### src/rtl/slot_dec_pkg.sv
package slot_dec_pkg;
  localparam int PAGES    = 4;
  localparam int SLOT_W   = 2;
  localparam int REG_W    = PAGES * SLOT_W;
  localparam int PAGE_W   = $clog2(PAGES);
  localparam logic [7:0]  PRIM_PORT = 8'hA8;
  localparam logic [15:0] SEC_ADDR  = 16'hFFFF;
  localparam logic [SLOT_W-1:0] EXP_SLOT = 2'd3;

  typedef enum logic [SLOT_W-1:0] {
    PRI_SYS  = 2'd0,
    PRI_CRT1 = 2'd1,
    PRI_CRT2 = 2'd2,
    PRI_EXP  = 2'd3
  } prim_e;

  typedef enum logic [SLOT_W-1:0] {
    SUB_BOOT   = 2'd0,
    SUB_EMPTY  = 2'd1,
    SUB_RAM    = 2'd2,
    SUB_MAPPER = 2'd3
  } sub_e;

  typedef struct packed {
    logic bios;
    logic subrom;
    logic rommap;
    logic ram;
    logic cart1;
    logic cart2;
  } cs_t;
endpackage

### src/rtl/slot_sel_reg.sv
module slot_sel_reg #(
  parameter int W = 8
) (
  input  logic         clk_i,
  input  logic         rst_ni,
  input  logic         we_i,
  input  logic [W-1:0] d_i,
  output logic [W-1:0] q_o
);
  always_ff @(posedge clk_i or negedge rst_ni) begin
    if (!rst_ni)   q_o <= '0;
    else if (we_i) q_o <= d_i;
  end
endmodule

### src/rtl/slot_field_split.sv
module slot_field_split #(
  parameter int PAGES  = 4,
  parameter int SLOT_W = 2,
  localparam int REG_W = PAGES * SLOT_W
) (
  input  logic [REG_W-1:0]             reg_i,
  output logic [PAGES-1:0][SLOT_W-1:0] field_o
);
  for (genvar p = 0; p < PAGES; p++) begin : g_page
    assign field_o[p] = reg_i[p*SLOT_W +: SLOT_W];
  end
endmodule

### src/rtl/slot_cs_decode.sv
module slot_cs_decode
  import slot_dec_pkg::*;
#(
  parameter int BIOS_PAGES   = 3,
  parameter int SUBROM_PAGE  = 0,
  parameter int MAPPER_FIRST = 1,
  parameter int MAPPER_LAST  = 2
) (
  input  logic              mreq_i,
  input  logic              sec_hit_i,
  input  logic [PAGE_W-1:0] page_i,
  input  logic [SLOT_W-1:0] prim_i,
  input  logic [SLOT_W-1:0] sub_i,
  output cs_t               cs_o
);
  localparam logic [PAGE_W-1:0] SUBROM_PG = PAGE_W'(SUBROM_PAGE);
  localparam logic [PAGE_W-1:0] MAP_LO    = PAGE_W'(MAPPER_FIRST);
  localparam logic [PAGE_W-1:0] MAP_HI    = PAGE_W'(MAPPER_LAST);
  localparam int               BIOS_TOP  = BIOS_PAGES;

  always_comb begin
    cs_o = '0;
    if (mreq_i && !sec_hit_i) begin
      unique case (prim_e'(prim_i))
        PRI_SYS:  cs_o.bios  = (int'(page_i) < BIOS_TOP);
        PRI_CRT1: cs_o.cart1 = 1'b1;
        PRI_CRT2: cs_o.cart2 = 1'b1;
        PRI_EXP: begin
          unique case (sub_e'(sub_i))
            SUB_BOOT:   cs_o.subrom = (page_i == SUBROM_PG);
            SUB_EMPTY:  ;
            SUB_RAM:    cs_o.ram    = 1'b1;
            SUB_MAPPER: cs_o.rommap = (page_i >= MAP_LO) && (page_i <= MAP_HI);
            default:    ;
          endcase
        end
        default: ;
      endcase
    end
  end
endmodule

### src/rtl/slot_decoder.sv
module slot_decoder
  import slot_dec_pkg::*;
#(
  parameter int ADDR_W    = 16,
  parameter int IO_ADDR_W = 8,
  localparam int DATA_W   = REG_W
) (
  input  logic              clk_i,
  input  logic              rst_ni,
  input  logic [ADDR_W-1:0] addr_i,
  input  logic [DATA_W-1:0] data_i,
  input  logic              mreq_i,
  input  logic              iorq_i,
  input  logic              rd_i,
  input  logic              wr_i,
  output logic [DATA_W-1:0] data_o,
  output logic              data_oe_o,
  output logic              bios_cs_o,
  output logic              subrom_cs_o,
  output logic              rommap_cs_o,
  output logic              ram_cs_o,
  output logic              cart1_cs_o,
  output logic              cart2_cs_o
);
  logic [REG_W-1:0] prim_q, sec_q;
  logic [PAGES-1:0][SLOT_W-1:0] prim_f, sec_f;
  logic [PAGE_W-1:0] page;
  logic io_hit, io_wr, io_rd, sec_hit, sec_wr, sec_rd;
  cs_t  cs;

  assign page    = addr_i[ADDR_W-1 -: PAGE_W];
  assign io_hit  = iorq_i && !mreq_i && (addr_i[IO_ADDR_W-1:0] == IO_ADDR_W'(PRIM_PORT));
  assign io_wr   = io_hit && wr_i;
  assign io_rd   = io_hit && rd_i;
  // secondary register only visible while page 3 sits in the expanded slot
  assign sec_hit = mreq_i && (addr_i == ADDR_W'(SEC_ADDR)) && (prim_f[PAGES-1] == EXP_SLOT);
  assign sec_wr  = sec_hit && wr_i;
  assign sec_rd  = sec_hit && rd_i;

  slot_sel_reg #(.W(REG_W)) u_prim_reg (
    .clk_i(clk_i), .rst_ni(rst_ni), .we_i(io_wr), .d_i(data_i), .q_o(prim_q)
  );

  slot_sel_reg #(.W(REG_W)) u_sec_reg (
    .clk_i(clk_i), .rst_ni(rst_ni), .we_i(sec_wr), .d_i(data_i), .q_o(sec_q)
  );

  slot_field_split #(.PAGES(PAGES), .SLOT_W(SLOT_W)) u_prim_split (
    .reg_i(prim_q), .field_o(prim_f)
  );

  slot_field_split #(.PAGES(PAGES), .SLOT_W(SLOT_W)) u_sec_split (
    .reg_i(sec_q), .field_o(sec_f)
  );

  slot_cs_decode u_cs_decode (
    .mreq_i(mreq_i), .sec_hit_i(sec_hit), .page_i(page),
    .prim_i(prim_f[page]), .sub_i(sec_f[page]), .cs_o(cs)
  );

  always_comb begin
    data_o    = '0;
    data_oe_o = 1'b0;
    if (io_rd) begin
      data_o    = prim_q;
      data_oe_o = 1'b1;
    end else if (sec_rd) begin
      data_o    = ~sec_q;
      data_oe_o = 1'b1;
    end
  end

  assign bios_cs_o   = cs.bios;
  assign subrom_cs_o = cs.subrom;
  assign rommap_cs_o = cs.rommap;
  assign ram_cs_o    = cs.ram;
  assign cart1_cs_o  = cs.cart1;
  assign cart2_cs_o  = cs.cart2;
endmodule

### config.mk
export PLATFORM = sky130hd
export DESIGN_NAME = slot_decoder
export DESIGN_NICKNAME = d
export VERILOG_FILES = /design/src/rtl/slot_dec_pkg.sv /design/src/rtl/slot_sel_reg.sv /design/src/rtl/slot_field_split.sv /design/src/rtl/slot_cs_decode.sv /design/src/rtl/slot_decoder.sv
export SDC_FILE = /design/constraint.sdc
export NUM_CORES = 1
export LEC_CHECK = 0
export BUFFER_PORTS_ARGS = -buffer_cell sky130_fd_sc_hd__buf_2
export CAP_MARGIN = 20
export CELL_PAD_IN_SITES_DETAIL_PLACEMENT = 1
export CELL_PAD_IN_SITES_GLOBAL_PLACEMENT = 1
export CORE_UTILIZATION = 37
export DETAILED_ROUTE_END_ITERATION = 8
export GPL_TIMING_DRIVEN = 0
export PLACE_DENSITY = 0.84
export SLEW_MARGIN = 20
export SYNTH_ARGS = -nofsm -noshare
export SYNTH_HDL_FRONTEND = slang
export SYNTH_SLANG_ARGS = --single-unit
export TNS_END_PERCENT = 10
### constraint.sdc
create_clock -name clk_i -period 3.82 [get_ports clk_i]
set_clock_uncertainty 0.2 [all_clocks]
set_input_delay 0.191 -clock clk_i [delete_from_list [all_inputs] [get_ports clk_i]]
set_output_delay 0.191 -clock clk_i [all_outputs]
set_load 0.02 [all_outputs]
Word-level counts from Yosys, hierarchy flattened
Cells that the tools add are included.
Widths: inputs -> output; s select.

storage, ports and cells
  register bits after elaboration = 16
  latch bits = 0
  RAM bits = 0
  memory bits (read-only) = 0
  bits of input ports = 30
  word-level logic and storage cells = 46
  memories kept = 0

cells by class
  $add $sub $neg = 0
  multipliers = 0
  divide/modulo/power cells = 0
  magnitude comparators = 4
  equality and inequality tests = 8
  shifts and indexed selects = 0
  mux-type cells = 16
  bitwise gates (word level) = 1
  reduce and logical (&&, ||, !) cells = 15

operators with widths
  operator              count
  $eq 16x16->1 const B  1
  $mux 8                2
  $eq 2x2->1 const B    5
  $logic_and 1x1->1     10
  $bmux 2 s2            2
  $eq 8x8->1 const B    1
  $mux 1                8
  $not 8->8             1
  $logic_not 2->1       3
  $mux 6                1
  $mux 2                2
  $lt 2x3->1 const B    1
  $mux 3                1
  $eq 2x1->1 const B    1
  $ge 2x1->1 const B    1
  $le 2x2->1 const B    1
  $logic_not 1->1       2
  $lt 2x2->1 const B    1

Depth between registers and ports, before layout
  depth after elaboration = 6
  depth in mapped cells = 5
  gate-level depth less buffers = 5

Hierarchy
From an unflattened synthesis, not the netlist that was laid out.

unflattened totals
  cells, all modules = 112
  area, all modules = 1,386.3 µm²

modules (own cells, without submodules)
  module            times used  cells each  area each (µm²)  sequential area each (µm²)
  slot_sel_reg      2           17          331.6            200.2
  slot_decoder      1           49          503.0            0.0
  slot_field_split  2           8           60.1             0.0
  slot_cs_decode    1           13          100.1            0.0

Least setup slack after synthesis
OpenSTA, ideal clock, no wires.

  path kind = input to output
  start = in addr_i[14]
  end = out bios_cs_o
  arrival time = 1.638 ns
  data required time = 3.429 ns
  setup slack = 1.791 ns
  stages = 3
  cell sequence = clkbuf_2 mux4_2 nor4_1

on the way
  cells in the longest elaborated chain, start to end = 6

RTL lines
  what                             line                  RTL
  from (decl)                      slot_decoder.sv:10    input logic [ADDR_W-1:0] addr_i,
  $eq 16x16->1                     slot_decoder.sv:36    assign sec_hit = mreq_i && (addr_i == ADDR_W'(SEC_ADDR)) && (prim_f[PAGES-1] == EXP_SLOT);
  $logic_and 1x1->1 (2 in series)  slot_decoder.sv:36
  $logic_not 1->1                  slot_cs_decode.sv:23  if (mreq_i && !sec_hit_i) begin
  $logic_and 1x1->1                slot_cs_decode.sv:23
  $mux 6 (*)                       slot_cs_decode.sv:23
  to (decl)                        slot_decoder.sv:18    output logic bios_cs_o,

Mark *: on every way between the ends. The rest lies on a longest branch, timed or not. The select of a mux whose other input is x is not followed.

Worst setup path in the final report
  start = reg u_prim_reg.q_o[6]
  end = out data_o[7]

on the way
  cells in the longest elaborated chain, start to end = 5

RTL lines
  what                    line                RTL
  from (decl)             slot_sel_reg.sv:8   output logic [W-1:0] q_o
  from (signal assigned)  slot_sel_reg.sv:12  else if (we_i) q_o <= d_i;
  $eq 2x2->1              slot_decoder.sv:36
  $logic_and 1x1->1       slot_decoder.sv:36
  $logic_and 1x1->1       slot_decoder.sv:38  assign sec_rd = sec_hit && rd_i;
  $mux 8                  slot_decoder.sv:67  end else if (sec_rd) begin
  $mux 8                  slot_decoder.sv:64  if (io_rd) begin
  to (decl)               slot_decoder.sv:16  output logic [DATA_W-1:0] data_o,

No other way between the ends.

==> results.ini <==
[sta]
rsz0062_at_grt=false
fin_crit_sh_pct=67.1
finalHoldViolCount=0
setup_viol=0
timing.setup.tns_ns=0
slew_viol_final=0
min_period_ns=2.56
relSlewSlack_pct=63.3
fmax_mhz=390
worst-slew-pin-transition_ns=0.546

[setup_path]
crit_fanout=9
reg2reg_slack_ns=1.80
end_kind=output port
cp-start-kind=flip-flop
crit_type=reg2out
crit_required_ns=3.43
worstPathArrival_ns=2.17

[clock_tree]
cts_root_buffer=clkbuf_4
insertion_delay_ns=0.28
post_cts_buffers=0
cts_buffers=3
cts_hold_buf=9
htreeDepth=1
cts.sinks=16
cts_buffer_depth=2
cts_tree=done
clkTransAtPathRegs_ns=0.10
cts_resized=0

[synthesis]
synth_simple_gate_area_share_pct=21.3
yosys_register_bits=16
synthAdderAreaFrac_pct=2.51
synth_nets=120
ys_seq_area_share_pct=40.1
synth_top_family_by_area=multiplexers
avgSynthCellArea_um2=11.3
synth_cell_types=26
synth_compound_area_share_pct=6.89
postSynthCellCount=88
synth_mux_area_share_pct=27.1
synth_xor_area_share_pct=0
syn-cell-area_um2=998
yosys_warnings=0

[route]
dr_total_vias=917
drtAntennaViolNets=0
routed.top_layer=met4
drc=0
wl_met1_mm=1.14
wl_met2_mm=1.40
wirelength_mm=2.70
dr_wl_met3_um=135
wire_per_inst_um=15.4
first_pass_iters=6
vias_per_cell=5.24
dr.first_iter.drc_count=4

[place]
portBuffers=44
hpwl_mm=2.16
place.gp.congestion=0.775

[floorplan]
die_w_um=53.9
die-area_mm2=0.00291
initial_core_util_pct=39.6
ios=45
fp.coreArea_mm2=0.00252
num_rows=18
die-height_um=53.9

[global_routing]
grt_antenna_before_repair=0
grt_pass1_vias=945
track_usage_pct=21.4
grt_max_degree=17
grt_pass1_wl_mm=4.31
overflow=0

[finish]
seqCellArea_um2=400
insertedDiodeCount=0
final_nets=178
syn2layout_area_growth_pct=38.5
drive_gt1_share_pct=52.4
multiInputGateArea_um2=577
nFillCells=298

[power]
irDropWorstVdd_v=0.000157
power.density_mw_per_mm2=236
power_uw=327
cellLeakagePower_uw=0.000710

[outcome]
status=finished, final reports clean

[job]
drv_cap=0

[worst_hold_path]
hold_class=in2async

==> cells by family (layout without fill, tap and decap cells) <==
kind of cell | after synthesis | in the layout
compound gates | 12 | 12
fa+ha+maj | 2 | 2
buf+inv | 5 | 62
flops | 16 | 16
mux | 20 | 20
simple gates | 33 | 33
==> area by class of cell <==
class	instances	area share (%)
multi-input combinational	67	41.7
sequential	16	29.0
timing repair buffer	53	22.4
tap	30	2.71
clock buffer	4	2.62
inverter	3	0.814
buffer	2	0.724
==> where the power goes <==
group | switching (uW) | total [uW] | leakage, uW | internal [uW]
clock network | 52.2 | 110 | 0.0000210 | 58.0
logic | 21.2 | 45.2 | 0.000466 | 24.0
registers | 1.13 | 172 | 0.000223 | 170
==> per-stage QoR <==
stage / cell area, um2 / hold WS [ns] / utilization [%] / cells / setup slack (ns)
6_report: 1380 / 0.139 / 54.8 / 175 / 1.26
5_1_grt: 1380 / 0.143 / 54.8 / 175 / 1.07
3_5_place_dp: 1260 / -0.0772 / 49.8 / 162 / 1.41
4_1_cts: 1380 / 0.146 / 54.8 / 175 / 1.20
2_1_floorplan: 998 / -0.305 / - / 88 / 1.79
3_3_place_gp: 1260 / -0.0829 / 49.8 / 162 / 1.51
==> routing by layer <==
metal | GRT usage (%) | vias to the layer above
met2 | 38.5 | 29
met1 | 26.3 | 440
met4 | 3.95 | 0
met5 | 0 | -
li1 | - | 446
met3 | 4.24 | 2
==> cell usage in the layout (no fill, tap or decap), types with 2 or more instances in the layout <==
cell	netlist	routed
mux2_2	15	15
o211ai_1	2	2
o21ai_0	9	9
nand4_1	3	3
nor4_1	3	3
nand2_1	11	11
dfrtp_1	16	16
buf_2	1	45
nor3_1	2	2
inv_1	3	3
nor2_1	2	2
mux4_2	4	4
ha_1	2	2
nand3_1	3	3
dlygate4sd3_1	0	9
clkbuf_4	0	3
==> critical path: stages (launching register included) <==
cell and delay (ns):
dfrtp_1 0.43, nand4_1 0.14, nor4_1 0.48, nand3_1 0.36, o21ai_0 0.28, buf_2 0.20
==> synth_stat cells, drive strengths merged <==
cell type  number  area share [%]
clkbuf          1            0.50
nand4           3             1.9
a21o            1            0.88
dfrtp          16              40
mux2           16              18
o211ai          2             1.5
and3            1            0.63
inv             3             1.1
nand3           5             4.3
buf             1            0.50
nand2          11             4.1
or4b            1             1.4
or4             1            0.75
o21ai           9             4.5
mux4            4             9.0
nor3            2             1.0
nand2b          1            0.63
ha              2             2.5
or3             1            0.75
nor4            4             4.0
nor2            3             1.9
==> registers in the layout, indices dropped and copies added (netlist names) <==
register and flops:
u_prim_reg.q_o 8, u_sec_reg.q_o 8
==> worst paths after layout <==
check	cells past startpoint	start	end
max	5	u_prim_reg.q_o[6]	data_o[7]
min	2	rst_ni	u_sec_reg.q_o[0]
max reg2reg	4	u_prim_reg.q_o[6]	u_sec_reg.q_o[1]
min reg2reg	1	u_sec_reg.q_o[2]	u_sec_reg.q_o[2]
max in group asynchronous	2	rst_ni	u_sec_reg.q_o[7]
min in group clk_i	3	wr_i	u_prim_reg.q_o[1]
Note: power is estimated with default switching activity, not from simulation.
